File: src/rtl/cpu_status_pkg.sv
package cpu_status_pkg;

  // Condition flags, most significant first, as packed into the status word
  typedef struct packed {
    logic neg;
    logic zero;
    logic ovf;
    logic carry;
  } cond_flags_t;

  localparam int unsigned FLAG_W = $bits(cond_flags_t);

endpackage

File: src/rtl/cond_flag_capture.sv
module cond_flag_capture
  import cpu_status_pkg::*;
#(
  parameter int unsigned DATA_W = 16
) (
  input  logic              clk,
  input  logic              rst_n,
  input  logic              upd_i,
  input  logic [DATA_W-1:0] res_i,
  input  logic              carry_i,
  input  logic              ovf_i,
  output cond_flags_t       flags_o
);

  localparam int unsigned MSB = DATA_W - 1;

  cond_flags_t flags_q;
  cond_flags_t flags_d;

  always_comb begin
    flags_d       = flags_q;
    if (upd_i) begin
      flags_d.neg   = res_i[MSB];
      flags_d.zero  = ~|res_i;
      flags_d.ovf   = ovf_i;
      flags_d.carry = carry_i;
    end
  end

  always_ff @(posedge clk or negedge rst_n) begin
    if (!rst_n) flags_q <= '0;
    else        flags_q <= flags_d;
  end

  assign flags_o = flags_q;

  AST_FLAGS_HOLD: assert property (@(posedge clk) disable iff (!rst_n)
    !upd_i |=> $stable(flags_q));
  AST_CARRY_CAPTURE: assert property (@(posedge clk) disable iff (!rst_n)
    upd_i |=> flags_q.carry == $past(carry_i));
  AST_OVF_CAPTURE: assert property (@(posedge clk) disable iff (!rst_n)
    upd_i |=> flags_q.ovf == $past(ovf_i));
  AST_ZERO_CAPTURE: assert property (@(posedge clk) disable iff (!rst_n)
    upd_i |=> flags_q.zero == ($past(res_i) == '0));

endmodule

File: src/rtl/ctrl_field_guard.sv
module ctrl_field_guard #(
  parameter int unsigned PRIO_W = 3,
  parameter int unsigned MODE_W = 2
) (
  input  logic              clk,
  input  logic              rst_n,
  input  logic              we_i,
  input  logic              ien_i,
  input  logic [PRIO_W-1:0] prio_i,
  input  logic [MODE_W-1:0] mode_i,
  output logic              ien_o,
  output logic [PRIO_W-1:0] prio_o,
  output logic [MODE_W-1:0] mode_o,
  output logic              reject_o
);

  localparam logic [MODE_W-1:0] MODE_KERNEL = '0;
  localparam logic [PRIO_W-1:0] PRIO_RESET  = '1;

  logic              ien_q;
  logic [PRIO_W-1:0] prio_q;
  logic [MODE_W-1:0] mode_q;
  logic              reject_q;
  logic              privileged;
  logic              accept;

  assign privileged = (mode_q == MODE_KERNEL);
  assign accept     = we_i && privileged;

  always_ff @(posedge clk or negedge rst_n) begin
    if (!rst_n) begin
      ien_q    <= 1'b0;
      prio_q   <= PRIO_RESET;
      mode_q   <= MODE_KERNEL;
      reject_q <= 1'b0;
    end else begin
      reject_q <= we_i && !privileged;
      if (accept) begin
        ien_q  <= ien_i;
        prio_q <= prio_i;
        mode_q <= mode_i;
      end
    end
  end

  assign ien_o    = ien_q;
  assign prio_o   = prio_q;
  assign mode_o   = mode_q;
  assign reject_o = reject_q;

  AST_USER_WRITE_BLOCKED: assert property (@(posedge clk) disable iff (!rst_n)
    (we_i && mode_q != MODE_KERNEL) |=> $stable({ien_q, prio_q, mode_q}));
  AST_IDLE_HOLD: assert property (@(posedge clk) disable iff (!rst_n)
    !we_i |=> $stable({ien_q, prio_q, mode_q}));
  AST_KERNEL_WRITE_LOADS: assert property (@(posedge clk) disable iff (!rst_n)
    (we_i && mode_q == MODE_KERNEL) |=> prio_q == $past(prio_i));
  AST_REJECT_CAUSE: assert property (@(posedge clk) disable iff (!rst_n)
    reject_q |-> $past(we_i && mode_q != MODE_KERNEL));

endmodule

File: src/rtl/status_pack.sv
module status_pack
  import cpu_status_pkg::*;
#(
  parameter int unsigned PRIO_W = 3,
  parameter int unsigned MODE_W = 2
) (
  input  cond_flags_t                     flags_i,
  input  logic                            ien_i,
  input  logic [PRIO_W-1:0]               prio_i,
  input  logic [MODE_W-1:0]               mode_i,
  output logic [FLAG_W+1+PRIO_W+MODE_W-1:0] word_o
);

  assign word_o = {mode_i, prio_i, ien_i, flags_i};

endmodule

File: src/rtl/cpu_status_reg.sv
module cpu_status_reg
  import cpu_status_pkg::*;
#(
  parameter int unsigned DATA_W = 16,
  parameter int unsigned PRIO_W = 3,
  parameter int unsigned MODE_W = 2,
  localparam int unsigned STAT_W = FLAG_W + 1 + PRIO_W + MODE_W
) (
  input  logic              clk,
  input  logic              rst_n,
  input  logic              flag_upd_i,
  input  logic [DATA_W-1:0] alu_res_i,
  input  logic              carry_i,
  input  logic              ovf_i,
  input  logic              ctl_we_i,
  input  logic              ctl_ien_i,
  input  logic [PRIO_W-1:0] ctl_prio_i,
  input  logic [MODE_W-1:0] ctl_mode_i,
  output logic [STAT_W-1:0] status_o,
  output logic              wr_reject_o
);

  cond_flags_t       flags;
  logic              ien;
  logic [PRIO_W-1:0] prio;
  logic [MODE_W-1:0] mode;

  cond_flag_capture #(.DATA_W(DATA_W)) u_flags (
    .clk     (clk),
    .rst_n   (rst_n),
    .upd_i   (flag_upd_i),
    .res_i   (alu_res_i),
    .carry_i (carry_i),
    .ovf_i   (ovf_i),
    .flags_o (flags)
  );

  ctrl_field_guard #(.PRIO_W(PRIO_W), .MODE_W(MODE_W)) u_ctrl (
    .clk      (clk),
    .rst_n    (rst_n),
    .we_i     (ctl_we_i),
    .ien_i    (ctl_ien_i),
    .prio_i   (ctl_prio_i),
    .mode_i   (ctl_mode_i),
    .ien_o    (ien),
    .prio_o   (prio),
    .mode_o   (mode),
    .reject_o (wr_reject_o)
  );

  status_pack #(.PRIO_W(PRIO_W), .MODE_W(MODE_W)) u_pack (
    .flags_i (flags),
    .ien_i   (ien),
    .prio_i  (prio),
    .mode_i  (mode),
    .word_o  (status_o)
  );

  AST_NEG_FROM_RESULT: assert property (@(posedge clk) disable iff (!rst_n)
    flag_upd_i |=> status_o[3] == $past(alu_res_i[DATA_W-1]));
  AST_FLAGS_WITH_WRITE: assert property (@(posedge clk) disable iff (!rst_n)
    (flag_upd_i && ctl_we_i) |=> status_o[0] == $past(carry_i));

endmodule

File: config.mk
export PLATFORM = sky130hd
export DESIGN_NAME = cpu_status_reg
export DESIGN_NICKNAME = d
export VERILOG_FILES = /design/src/rtl/cpu_status_pkg.sv /design/src/rtl/cond_flag_capture.sv /design/src/rtl/ctrl_field_guard.sv /design/src/rtl/status_pack.sv /design/src/rtl/cpu_status_reg.sv
export SDC_FILE = /design/constraint.sdc
export NUM_CORES = 1
export LEC_CHECK = 0
export ABC_AREA = 1
export BUFFER_PORTS_ARGS = -buffer_cell sky130_fd_sc_hd__buf_2
export CAP_MARGIN = 20
export CORE_UTILIZATION = 43
export CTS_CLUSTER_SIZE = 30
export DETAILED_ROUTE_END_ITERATION = 16
export PLACE_DENSITY = 0.82
export SLEW_MARGIN = 20
export SYNTH_ARGS = -nofsm -noshare
export SYNTH_HDL_FRONTEND = slang
export SYNTH_HIERARCHICAL = 1
export SYNTH_SLANG_ARGS = --single-unit
File: constraint.sdc
create_clock -name clk -period 2.9 [get_ports clk]
set_clock_uncertainty 0.05 [all_clocks]
set_input_delay 0.29 -clock clk [delete_from_list [all_inputs] [get_ports clk]]
set_output_delay 0.29 -clock clk [all_outputs]
set_load 0.05 [all_outputs]
==> metrics.cfg <==
[status]
status=complete, no violations

[worst_hold_path]
hp-start=ovf_i
hold_class=primary input to register
hold_depth=3
min_to=u_flags/flags_o[1]

[clock_network]
holdBufCountCts=1
clock_latency_ns=0.26
clk_pin_slew_ns=0.07
cts_max_level=1
cts_tree=done
clk_path_buf_depth=2
root_buffer=clkbuf_4
cts_buffers=3
postCtsSetupRepairBufs=0
cts_resized=0
clock_sinks=11

[floorplanning]
initial_utilization_pct=49.7
die_area_mm2=0.00152
io_pins=39
fp.coreArea_mm2=0.00119
die_w_um=39.0
rows=12
die_h_um=39.0

[timing]
fmax_mhz=722
timing.final.hold_violations=0
setup_viol_count_final=0
max-slew-margin-rel_pct=83.3
period_needed_ns=1.39
setup_tns_ns=0
rsz0062_at_grt=no
slew_violations=0
tightest_slew_ns=0.250
fin_crit_sh_pct=47.8

[synth]
yosysSeqAreaShare_pct=47.3
ys_seq_elements=11
yosysTopAreaCellShare_pct=34.0
synthCells=72
syn_area_um2=589
ys_warn_count=6
synth_cell_type_count=13
synth_nets=100
synth.area.top_cells=dfrtp_1, nand2_1, dfstp_2
synth_top_area_cell=dfrtp_1
avgSynthCellArea_um2=8.18

[global_route]
met3_usage_pct=9.25
grt_overflow_total=0
track_usage_pct=17.7
grt_max_degree=12
antenna_found_initial=0
met1_usage_pct=16.5
grt.busiest_layer=met2
use_met2_pct=31.3
grt_pass1_wl_mm=1.76
grt_pass1_vias=493

[final_layout]
layout_common_cells=buf_2, nand2_1, nor2_1, dfrtp_1, nand3_1
mostFrequentLayoutCell=buf_2
fin_util_pct=63.5
areaGrowthSynthToFinish_pct=27.8
drive_gt1_share_pct=47.1
diodes=0
final_nets=133

[placement]
dp_hpwl_um=933
port_buffers=38
place.gp.congestion=0.701

[setup_path]
critPathTopFamily=flip-flops
end_kind=output port
startpoint_type=register
crit_type=register to output port
cp.arrival_ns=1.05
cpPeakStageDelay_ns=0.53
crit_path_top_delay_cell=dfstp_2
rr_worst_depth=4
worstPathCellList=buf_2
cp.depth=1
crit_required_ns=2.56
reg2reg_slack_ns=1.93
crit_fanout=2
r2r-start=u_ctrl/mode_o[1]
cp.buffers_inverters=1
r2r_end=u_ctrl/ien_o

[power]
switchingPower_uw=83.0
p_leak_nw=0.464
seqPwrFrac_pct=50.9
powerDensity_mw_per_mm2=418
vdd_drop_max_uv=326
comb_power_share_pct=17.1
pwr-share-clk_pct=32.0
internal_power_uw=232
p_sw_share_pct=26.4

[run]
drv_cap=0

[drt]
dr.pass1.iters=2
wirelength_mm=1.11
first_iter_violations=2
vias=516
wl_per_cell_um=9.40
routed_via_density=4.37
drc=0
ant_nets=0

[final cells by class]
| class | count | area, µm² |
|---|---|---|
| flip-flops and latches | 11 | 279 |
| well taps | 14 | 17.5 |
| repair buffers | 39 | 200 |
| inverters | 5 | 18.8 |
| clock buffers | 4 | 26.3 |
| multi-input cells | 45 | 211 |
| fillers | 112 | 433 |
[stage by stage]
stage	hold WS [ns]	worst slack [ns]	total power [mW]	cells	area, µm²
finish	0.186	1.51	0.315	118	753
global route	0.184	1.47	0.332	118	753
CTS	0.175	1.50	0.321	118	753
detailed placement	0.120	1.80	0.216	113	717
global placement	0.116	1.81	0.215	113	717
floorplan	-0.0556	1.87	0.195	72	589
[worst max-delay path by stage]
| stage | startpoint | end |
|---|---|---|
| after floorplan | u_ctrl/prio_o[0] | status_o[5] |
| after global placement | u_ctrl/prio_o[2] | status_o[7] |
| after detailed placement | u_ctrl/prio_o[0] | status_o[5] |
| after CTS | u_ctrl/prio_o[0] | status_o[5] |
| after global routing | u_ctrl/prio_o[0] | status_o[5] |
| final | u_ctrl/prio_o[2] | status_o[7] |
[sequential cells by signal, summed over array words and instances (netlist names)]
signal	flops
u_ctrl/mode_o	2
u_flags/flags_o	4
u_ctrl/prio_o	3
u_ctrl/ien_o	1
u_ctrl/reject_o	1
[Yosys cell counts]
| cell type | number |
|---|---|
| nand3_1 | 7 |
| nor2_8 | 1 |
| nor2_4 | 1 |
| inv_2 | 1 |
| nand2_1 | 25 |
| nor2_1 | 9 |
| dfrtp_1 | 8 |
| buf_2 | 1 |
| inv_1 | 4 |
| nor2_2 | 1 |
| buf_4 | 10 |
| nand2_4 | 1 |
| dfstp_2 | 3 |
[power groups by stage]
| stage | clock, mW | sequential, mW | combinational [mW] |
|---|---|---|---|
| 2_1_floorplan | 0 | 0.165 | 0.0299 |
| 3_3_place_gp | 0 | 0.163 | 0.0520 |
| 3_5_place_dp | 0 | 0.163 | 0.0533 |
| 4_1_cts | 0.107 | 0.160 | 0.0543 |
| 5_1_grt | 0.112 | 0.160 | 0.0592 |
| 6_report | 0.101 | 0.160 | 0.0539 |
[logic make-up (layout without fill, tap and decap cells)]
family,after synthesis,after routing,share of synthesized area (%)
DFF,11,11,47.3
and+or+nand+nor,45,45,35.9
buffers and inverters,16,48,16.8
[layer usage]
layer	vias to the layer above	routed length, µm	share of wire (%)
met5	-	0	0
met4	0	0	0
met3	0	73	6.6
met2	18	611	55
met1	223	424	38
li1	275	-	-
(Power assumes the default switching activity.)
